## config.mk

```make
export PLATFORM = sky130hd
export DESIGN_NAME = rxacq_seq
export DESIGN_NICKNAME = d
export VERILOG_FILES = /design/src/rtl/rxacq_pkg.sv /design/src/rtl/rxacq_lvl_seq.sv /design/src/rtl/rxacq_clk_seq.sv /design/src/rtl/rxacq_pair_cnt.sv /design/src/rtl/rxacq_seq.sv
export SDC_FILE = /design/constraint.sdc
export NUM_CORES = 1
export LEC_CHECK = 0
export ABC_AREA = 0
export CAP_MARGIN = 20
export CORE_MARGIN = 2
export CORE_UTILIZATION = 60
export DETAILED_ROUTE_END_ITERATION = 8
export DONT_BUFFER_PORTS = 1
export MAX_ROUTING_LAYER = met4
export PLACE_DENSITY_LB_ADDON = 0.2
export RECOVER_POWER = 100
export SLEW_MARGIN = 20
export SYNTH_ARGS = -nofsm -noshare
export SYNTH_HDL_FRONTEND = slang
export SYNTH_SLANG_ARGS = --single-unit
```

## constraint.sdc

```tcl
create_clock -name clk -period 5.5 [get_ports clk]
set_input_delay 1.65 -clock clk [delete_from_list [all_inputs] [get_ports clk]]
set_output_delay 1.65 -clock clk [all_outputs]
set_load 0.05 [all_outputs]
```

## src/rtl/rxacq_pkg.sv

```systemverilog
package rxacq_pkg;

  // Effective level-measurement modes
  typedef enum logic [1:0] {
    LVL_TRACK = 2'b00,
    LVL_CLAMP = 2'b01,
    LVL_LOSSY = 2'b10,
    LVL_SLOW  = 2'b11
  } lvl_mode_e;

  // PLL bandwidth codes on the 3-bit effective output
  localparam logic [2:0] BW_XWIDE = 3'b100;
  localparam logic [2:0] BW_WIDE  = 3'b010;

  // Received symbol decisions
  localparam logic [1:0] SYM_P1 = 2'b00;
  localparam logic [1:0] SYM_P3 = 2'b01;
  localparam logic [1:0] SYM_M1 = 2'b10;
  localparam logic [1:0] SYM_M3 = 2'b11;

  typedef enum logic [1:0] {
    LS_IDLE,
    LS_CLAMP,
    LS_LOSSY,
    LS_SLOW
  } lvl_state_e;

  typedef enum logic [1:0] {
    CS_IDLE,
    CS_XWIDE,
    CS_WIDE
  } clk_state_e;

endpackage

```

## src/rtl/rxacq_lvl_seq.sv

```systemverilog
module rxacq_lvl_seq
  import rxacq_pkg::*;
#(
  parameter int LOSSY_SYMS = 15
) (
  input  logic       clk,
  input  logic       rst,
  input  logic       sym_stb_i,
  input  logic       start_i,
  input  logic       fsync_i,
  input  logic [1:0] sw_mode_i,
  output logic [1:0] mode_o,
  output logic       busy_o
);

  localparam int CW = $clog2(LOSSY_SYMS + 1);
  localparam logic [CW-1:0] LAST = CW'(LOSSY_SYMS - 1);

  lvl_state_e     st_q, st_n;
  logic [CW-1:0]  cnt_q, cnt_n;
  logic [1:0]     mode_n;

  always_comb begin
    st_n  = st_q;
    cnt_n = cnt_q;
    if (start_i) begin
      st_n  = LS_CLAMP;
      cnt_n = '0;
    end else begin
      unique case (st_q)
        LS_CLAMP: if (sym_stb_i) begin
          st_n  = LS_LOSSY;
          cnt_n = '0;
        end
        LS_LOSSY: if (sym_stb_i) begin
          if (cnt_q == LAST) begin
            st_n  = LS_SLOW;
            cnt_n = '0;
          end else begin
            cnt_n = cnt_q + 1'b1;
          end
        end
        LS_SLOW: if (fsync_i) st_n = LS_IDLE;
        default: ;
      endcase
    end
  end

  always_comb begin
    unique case (st_n)
      LS_CLAMP: mode_n = LVL_CLAMP;
      LS_LOSSY: mode_n = LVL_LOSSY;
      LS_SLOW:  mode_n = LVL_SLOW;
      default:  mode_n = sw_mode_i;
    endcase
  end

  always_ff @(posedge clk) begin
    if (rst) begin
      st_q   <= LS_IDLE;
      cnt_q  <= '0;
      mode_o <= sw_mode_i;
      busy_o <= 1'b0;
    end else begin
      st_q   <= st_n;
      cnt_q  <= cnt_n;
      mode_o <= mode_n;
      busy_o <= (st_n != LS_IDLE);
    end
  end

endmodule

```

## src/rtl/rxacq_clk_seq.sv

```systemverilog
module rxacq_clk_seq
  import rxacq_pkg::*;
#(
  parameter int XWIDE_SYMS = 16,
  parameter int TOTAL_SYMS = 45
) (
  input  logic       clk,
  input  logic       rst,
  input  logic       sym_stb_i,
  input  logic       start_i,
  input  logic [1:0] sw_bw_i,
  output logic [2:0] bw_o,
  output logic       busy_o
);

  localparam int CW = $clog2(TOTAL_SYMS + 1);
  localparam logic [CW-1:0] XW_LAST  = CW'(XWIDE_SYMS - 1);
  localparam logic [CW-1:0] ALL_LAST = CW'(TOTAL_SYMS - 1);

  clk_state_e    st_q, st_n;
  logic [CW-1:0] cnt_q, cnt_n;
  logic [2:0]    bw_n;

  always_comb begin
    st_n  = st_q;
    cnt_n = cnt_q;
    if (start_i) begin
      st_n  = CS_XWIDE;
      cnt_n = '0;
    end else if (sym_stb_i && st_q != CS_IDLE) begin
      cnt_n = cnt_q + 1'b1;
      if (st_q == CS_XWIDE && cnt_q == XW_LAST) st_n = CS_WIDE;
      if (st_q == CS_WIDE && cnt_q == ALL_LAST) begin
        st_n  = CS_IDLE;
        cnt_n = '0;
      end
    end
  end

  always_comb begin
    unique case (st_n)
      CS_XWIDE: bw_n = BW_XWIDE;
      CS_WIDE:  bw_n = BW_WIDE;
      default:  bw_n = {1'b0, sw_bw_i};
    endcase
  end

  always_ff @(posedge clk) begin
    if (rst) begin
      st_q   <= CS_IDLE;
      cnt_q  <= '0;
      bw_o   <= {1'b0, sw_bw_i};
      busy_o <= 1'b0;
    end else begin
      st_q   <= st_n;
      cnt_q  <= cnt_n;
      bw_o   <= bw_n;
      busy_o <= (st_n != CS_IDLE);
    end
  end

endmodule

```

## src/rtl/rxacq_pair_cnt.sv

```systemverilog
module rxacq_pair_cnt
  import rxacq_pkg::*;
#(
  parameter int PAIRS_NEEDED = 2
) (
  input  logic       clk,
  input  logic       rst,
  input  logic       clear_i,
  input  logic       en_i,
  input  logic       sym_stb_i,
  input  logic [1:0] rx_sym_i,
  output logic       ready_o
);

  localparam int PW = $clog2(PAIRS_NEEDED + 1);
  localparam logic [PW-1:0] FULL = PW'(PAIRS_NEEDED);

  logic [PW-1:0] pos_q, pos_n, neg_q, neg_n;
  logic          hp_q, hp_n, hn_q, hn_n;

  always_comb begin
    pos_n = pos_q;
    neg_n = neg_q;
    hp_n  = hp_q;
    hn_n  = hn_q;
    if (clear_i) begin
      pos_n = '0;
      neg_n = '0;
      hp_n  = 1'b0;
      hn_n  = 1'b0;
    end else if (en_i && sym_stb_i) begin
      hp_n = 1'b0;
      hn_n = 1'b0;
      if (rx_sym_i == SYM_P3) begin
        if (hp_q) begin
          if (pos_q != FULL) pos_n = pos_q + 1'b1;
        end else begin
          hp_n = 1'b1;
        end
      end else if (rx_sym_i == SYM_M3) begin
        if (hn_q) begin
          if (neg_q != FULL) neg_n = neg_q + 1'b1;
        end else begin
          hn_n = 1'b1;
        end
      end
    end
  end

  always_ff @(posedge clk) begin
    if (rst) begin
      pos_q   <= '0;
      neg_q   <= '0;
      hp_q    <= 1'b0;
      hn_q    <= 1'b0;
      ready_o <= 1'b0;
    end else begin
      pos_q   <= pos_n;
      neg_q   <= neg_n;
      hp_q    <= hp_n;
      hn_q    <= hn_n;
      ready_o <= (pos_n == FULL) && (neg_n == FULL);
    end
  end

endmodule

```

## src/rtl/rxacq_seq.sv

```systemverilog
module rxacq_seq #(
  parameter int LOSSY_SYMS   = 15,
  parameter int XWIDE_SYMS   = 16,
  parameter int TOTAL_SYMS   = 45,
  parameter int PAIRS_NEEDED = 2
) (
  input  logic       clk,
  input  logic       rst,
  input  logic       sym_stb_i,
  input  logic [1:0] rx_sym_i,
  input  logic       lvl_go_i,
  input  logic       clk_go_i,
  input  logic       fsync_i,
  input  logic [1:0] sw_lvl_i,
  input  logic [1:0] sw_bw_i,
  output logic [1:0] lvl_mode_o,
  output logic [2:0] pll_bw_o,
  output logic       lvl_busy_o,
  output logic       clk_busy_o,
  output logic       lvl_ready_o
);

  rxacq_lvl_seq #(.LOSSY_SYMS(LOSSY_SYMS)) u_lvl (
    .clk       (clk),
    .rst       (rst),
    .sym_stb_i (sym_stb_i),
    .start_i   (lvl_go_i),
    .fsync_i   (fsync_i),
    .sw_mode_i (sw_lvl_i),
    .mode_o    (lvl_mode_o),
    .busy_o    (lvl_busy_o)
  );

  rxacq_clk_seq #(.XWIDE_SYMS(XWIDE_SYMS), .TOTAL_SYMS(TOTAL_SYMS)) u_clk (
    .clk       (clk),
    .rst       (rst),
    .sym_stb_i (sym_stb_i),
    .start_i   (clk_go_i),
    .sw_bw_i   (sw_bw_i),
    .bw_o      (pll_bw_o),
    .busy_o    (clk_busy_o)
  );

  rxacq_pair_cnt #(.PAIRS_NEEDED(PAIRS_NEEDED)) u_pairs (
    .clk       (clk),
    .rst       (rst),
    .clear_i   (lvl_go_i),
    .en_i      (lvl_busy_o),
    .sym_stb_i (sym_stb_i),
    .rx_sym_i  (rx_sym_i),
    .ready_o   (lvl_ready_o)
  );

endmodule

```

After elaboration in Yosys (flattened, before gate mapping)
Cells that the tools add are included.
{"block": "totals", "ff_bits": 28, "in_bits": 12, "out_inout_bits": 8, "word_cells": 86}
{"block": "op_classes", "addsub": 4, "eq_ne": 21, "mux": 35, "n_reduce_logical": 12}
{"op": "$mux W2", "count": 22}
{"op": "$eq A2 B2 Y1 const B", "count": 9}
{"op": "$mux W4", "count": 3}
{"op": "$pmux W2 S3", "count": 2}
{"op": "$eq A2 B1 Y1 const B", "count": 5}
{"op": "$ne A2 B2 Y1 const B", "count": 4}
{"op": "$pmux W4 S2", "count": 1}
{"op": "$reduce_bool A2 Y1", "count": 4}
{"op": "$add A6 B1 Y6 const B", "count": 1}
{"op": "$eq A6 B4 Y1 const B", "count": 1}
{"op": "$eq A6 B6 Y1 const B", "count": 1}
{"op": "$mux W6", "count": 1}
{"op": "$pmux W3 S2", "count": 1}
{"op": "$logic_and A1 B1 Y1", "count": 5}
{"op": "$mux W1", "count": 5}
{"op": "$add A2 B1 Y2 const B", "count": 2}
{"op": "$add A4 B1 Y4 const B", "count": 1}
{"op": "$eq A4 B4 Y1 const B", "count": 1}
{"op": "$reduce_or A2 Y1", "count": 2}
{"op": "$reduce_and A3 Y1", "count": 1}

Depth between registers and ports, before layout
{"block": "logic_depth", "word_depth": 9, "mapped_depth": 8, "depth_no_buf": 8}

Cells and area by module
A second synthesis with hierarchy kept.
{"block": "hier_totals", "hier_cells": 148, "hier_area_um2": 1378.8}
{"module": "rxacq_clk_seq", "instances": 1, "cells_per_inst": 60, "area_each_um2": 569.3, "seq_area_each_um2": 240.2}
{"module": "rxacq_lvl_seq", "instances": 1, "cells_per_inst": 47, "area_each_um2": 445.4, "seq_area_each_um2": 180.2}
{"module": "rxacq_pair_cnt", "instances": 1, "cells_per_inst": 41, "area_each_um2": 364.1, "seq_area_each_um2": 140.1}

Worst setup path after synthesis
OpenSTA, ideal clock, no wires.
{"block": "synth_timing", "path_type": "in2reg", "startpoint": "in sym_stb_i", "endpoint": "reg u_clk.bw_o[1]", "setup_time_ps": 121, "arrival_ps": 3199, "t_required_ps": 5379, "setup_slack_ps": 2180, "stages": 7, "n_path_buf": 1, "cell_sequence": "buf_4 > o211ai_4 > or4_4 > a21oi_2 > ha_1 > nor2b_1 > mux2_2"}
{"block": "synth_between", "elab_chain_len": 6}
{"item": "start, declared", "line_no": "rxacq_seq.sv:9", "text": "input logic sym_stb_i,"}
{"item": "$logic_and A1 B1 Y1 (*)", "line_no": "rxacq_clk_seq.sv:30", "text": "end else if (sym_stb_i && st_q != CS_IDLE) begin"}
{"item": "$mux W2 (*)", "line_no": "rxacq_clk_seq.sv:30"}
{"item": "$mux W2 (*)", "line_no": "rxacq_clk_seq.sv:27", "text": "if (start_i) begin"}
{"item": "$eq A2 B2 Y1 / $eq A2 B1 Y1 (equally long branches)", "line_no": "rxacq_clk_seq.sv:41", "text": "unique case (st_n)"}
{"item": "$pmux W3 S2 (*)", "line_no": "rxacq_clk_seq.sv:41"}
{"item": "$mux W2 (*)", "line_no": "rxacq_clk_seq.sv:49", "text": "if (rst) begin"}
{"item": "end signal, assigned", "line_no": "rxacq_clk_seq.sv:52", "text": "bw_o <= {1'b0, sw_bw_i};"}
{"item": "end signal, assigned", "line_no": "rxacq_clk_seq.sv:57", "text": "bw_o <= bw_n;"}
{"item": "end, declared", "line_no": "rxacq_clk_seq.sv:12", "text": "output logic [2:0] bw_o,"}
Every way passes the cells marked *; elsewhere a longest branch is shown, timed or not.
A chain may end at the register's enable or synchronous reset.

Final worst setup path
Ends and elaborated chain as after synthesis.

==> run metrics <==
maxcap violations=0; crit path kind=in2reg; clock insertion delay at the later pin of the skew report=0.32 ns; I/O Buffers=0; Vias/cell=5.45; DR WL/cell=13.1 um; CP Capture Type=flop; Clock Sinks=28; clock skew=0.00354 ns; Top Ports=20; Detail Route Antenna Nets=0; status=complete, no violations; fin nets=170; Rows=16; Die H=50.9 um; DRT Pass-1 Iters=4; die width=50.9 um; final period utilization=0.590; max_slew headroom=0.619; # DRC=0; Via Count=953; CP Max Fanout=11; number of global-route vias before repair=955; CP required=5.73 ns; sequential share of the synthesized area=0.425; global route overflow=0; Post-CTS Resized=0; synthesized cell area=1320 um^2; root buf cell=clkbuf_4; CTS Buf Count=3; Worst VDD drop=0.163 mV; layout cell share with drive strength beyond 1=0.0405; synthesis-to-finish area growth=1.99%; Lkg Pwr=0.522 nW; unrepaired setup endpoints after global routing=false; post-CTS setup buffer count=0; final setup fails=0; DIE AREA=2590 um^2; clock buffer depth=2; power density cells=252 nW/um^2; final WL=2290 um; non-filler instance count after layout=175; Synth warnings=0; largest net degree at the start of global routing=16; All-Layer GR Usage=0.209; TritonCTS clock tree=yes; Max Slew Vio Count=0; hold_buf cts=0; GPL Wtd Cong=0.851; crit-path max cell delay=0.63 ns; Fill cells=175; Syn Nets=166; minimum clock period=3.25 ns; Placed Cells=171; first-iteration detailed-routing DRC count=11; syn_area_per_cell=9.10 um^2; critical-path cell list=o211ai_1 > or4_2 > a21oi_1 > ha_1 > nor2b_1 > mux2_2; CP max-delay cell=or4_2; Max Clk Rate=308 MHz; Worst-Margin Slew=0.567 ns; HP Class=reg2reg; TNS Setup=0 ns; Core Region=2020 um^2; initial antenna violation count=0; count of cell types in the netlist=34; post-DP HPWL=1770 um; Fin. Hold Viols=0; Starting Density=0.653; Gate Count Post-Synth=145; Worst EP arrival=3.48 ns; first-pass GRT wire length=3960 um; H-Tree Depth=1; Worst setup SP type=input pin; n_diodes=0; clock slew at reported path FFs=0.13 ns; #FFs+latches synth=28
==> stage by stage <==
step                utilization  setup slack (ns)  hold slack [ns]  total power [mW]  area [um^2]
floorplan                     -              2.18            0.443             0.245         1320
CTS                       0.684              2.59            0.490             0.342         1380
global placement          0.666              2.30            0.456             0.247         1350
detailed placement        0.666              2.23            0.471             0.248         1350
global route              0.666              2.13            0.529             0.351         1350
finish                    0.666              2.25            0.496             0.340         1350
==> layout make-up <==
type	instances	area, um^2	area share
clock buffer	4	36.3	0.0270
multi-input combinational	101	659	0.490
tap	27	33.8	0.0251
sequential	28	561	0.416
inverter	15	56.3	0.0418
==> worst max-delay path, delay by kind of cell <==
kind | cells | cell delay, ns
adders and majority gates | 1 | 0.20
and+or+nand+nor | 2 | 0.80
AOI/OAI and AO/OA | 2 | 0.47
muxes | 1 | 0.34
==> synthesized netlist by cell type <==
cell | count | area [um^2]
dfxtp_1 | 28 | 561
nor2_1 | 19 | 71.3
inv_1 | 15 | 56.3
nand2_1 | 15 | 56.3
ha_1 | 9 | 113
nor2b_1 | 7 | 43.8
a21oi_1 | 5 | 25.0
mux2i_1 | 5 | 50.1
xnor2_1 | 4 | 35.0
mux2_2 | 3 | 33.8
nand2b_1 | 3 | 18.8
nand3_1 | 3 | 15.0
nor3_1 | 3 | 15.0
o21ai_0 | 3 | 15.0
a311oi_1 | 2 | 17.5
and3_1 | 2 | 12.5
nand3b_1 | 2 | 15.0
a2111oi_2 | 1 | 15.0
a21o_1 | 1 | 7.51
a21oi_2 | 1 | 8.76
a22o_1 | 1 | 8.76
a22oi_1 | 1 | 7.51
a32oi_1 | 1 | 8.76
a41oi_1 | 1 | 8.76
and2_1 | 1 | 6.26
buf_4 | 1 | 7.51
nor3_2 | 1 | 10.0
nor3b_1 | 1 | 7.51
nor3b_2 | 1 | 12.5
o211ai_4 | 1 | 21.3
o21a_1 | 1 | 7.51
o31a_1 | 1 | 8.76
or4_4 | 1 | 11.3
xor2_1 | 1 | 8.76
==> metal layers <==
metal  vias up  track usage  share of wire
li1        493            -              -
met1       436        0.227           0.45
met2        19        0.374           0.50
met3         5       0.0351          0.037
met4         0       0.0856          0.020
met5         -            -              0
==> final timing paths <==
| path | cells past startpoint | to | slack [ns] | start |
|---|---|---|---|---|
| worst max-delay path | 6 | u_clk.bw_o[1] | 2.25 | sym_stb_i |
| worst min-delay path | 1 | u_lvl.cnt_q[3] | 0.50 | u_lvl.cnt_q[3] |
| worst max register to register | 7 | u_clk.bw_o[1] | 2.99 | u_clk.cnt_q[1] |
| worst min register to register | 1 | u_lvl.cnt_q[3] | 0.50 | u_lvl.cnt_q[3] |
==> state kept, by name (all words and copies together) (netlist names), 2 cells and up <==
register / cells
u_clk.cnt_q: 6
u_lvl.mode_o: 2
u_pairs.neg_q: 2
u_clk.bw_o: 3
u_lvl.cnt_q: 4
u_lvl.st_q: 2
u_pairs.pos_q: 2
u_clk.st_q: 2
==> report_power, final <==
| group | total (mW) | switching, mW | internal [mW] |
|---|---|---|---|
| Combinational | 0.0169 | 0.00964 | 0.00722 |
| Clock | 0.0971 | 0.0566 | 0.0405 |
| Sequential | 0.226 | 0.0172 | 0.208 |
==> cells by family after synthesis <==
kind of cell             synth area share
flip-flops                          0.425
XOR/XNOR                           0.0332
buffers and inverters              0.0483
multiplexers                       0.0635
AND/OR/NAND/NOR                     0.224
AO/OA/AOI/OAI                       0.121
adder cells (fa/ha/maj)            0.0853
==> placed cells by master (no fill, tap or decap) <==
cell	n
dfxtp_1	28
nor2_1	19
nand2_1	15
inv_1	15
ha_1	9
nor2b_1	7
a21oi_1	6
mux2i_1	5
nor3_1	4
xnor2_1	4
nand2b_1	3
o21ai_0	3
nand3_1	3
clkbuf_4	3
nand3b_1	2
and3_1	2
nor3b_1	2
mux2_1	2
a311oi_1	2
o211ai_1	1
o31a_1	1
or4_2	1
a22o_1	1
a32oi_1	1
a21o_1	1
mux2_2	1
o21a_1	1
a41oi_1	1
a2111oi_0	1
and2_0	1
a22oi_1	1
xor2_1	1
clkbuf_8	1
Power figures use the tool's default switching activity.
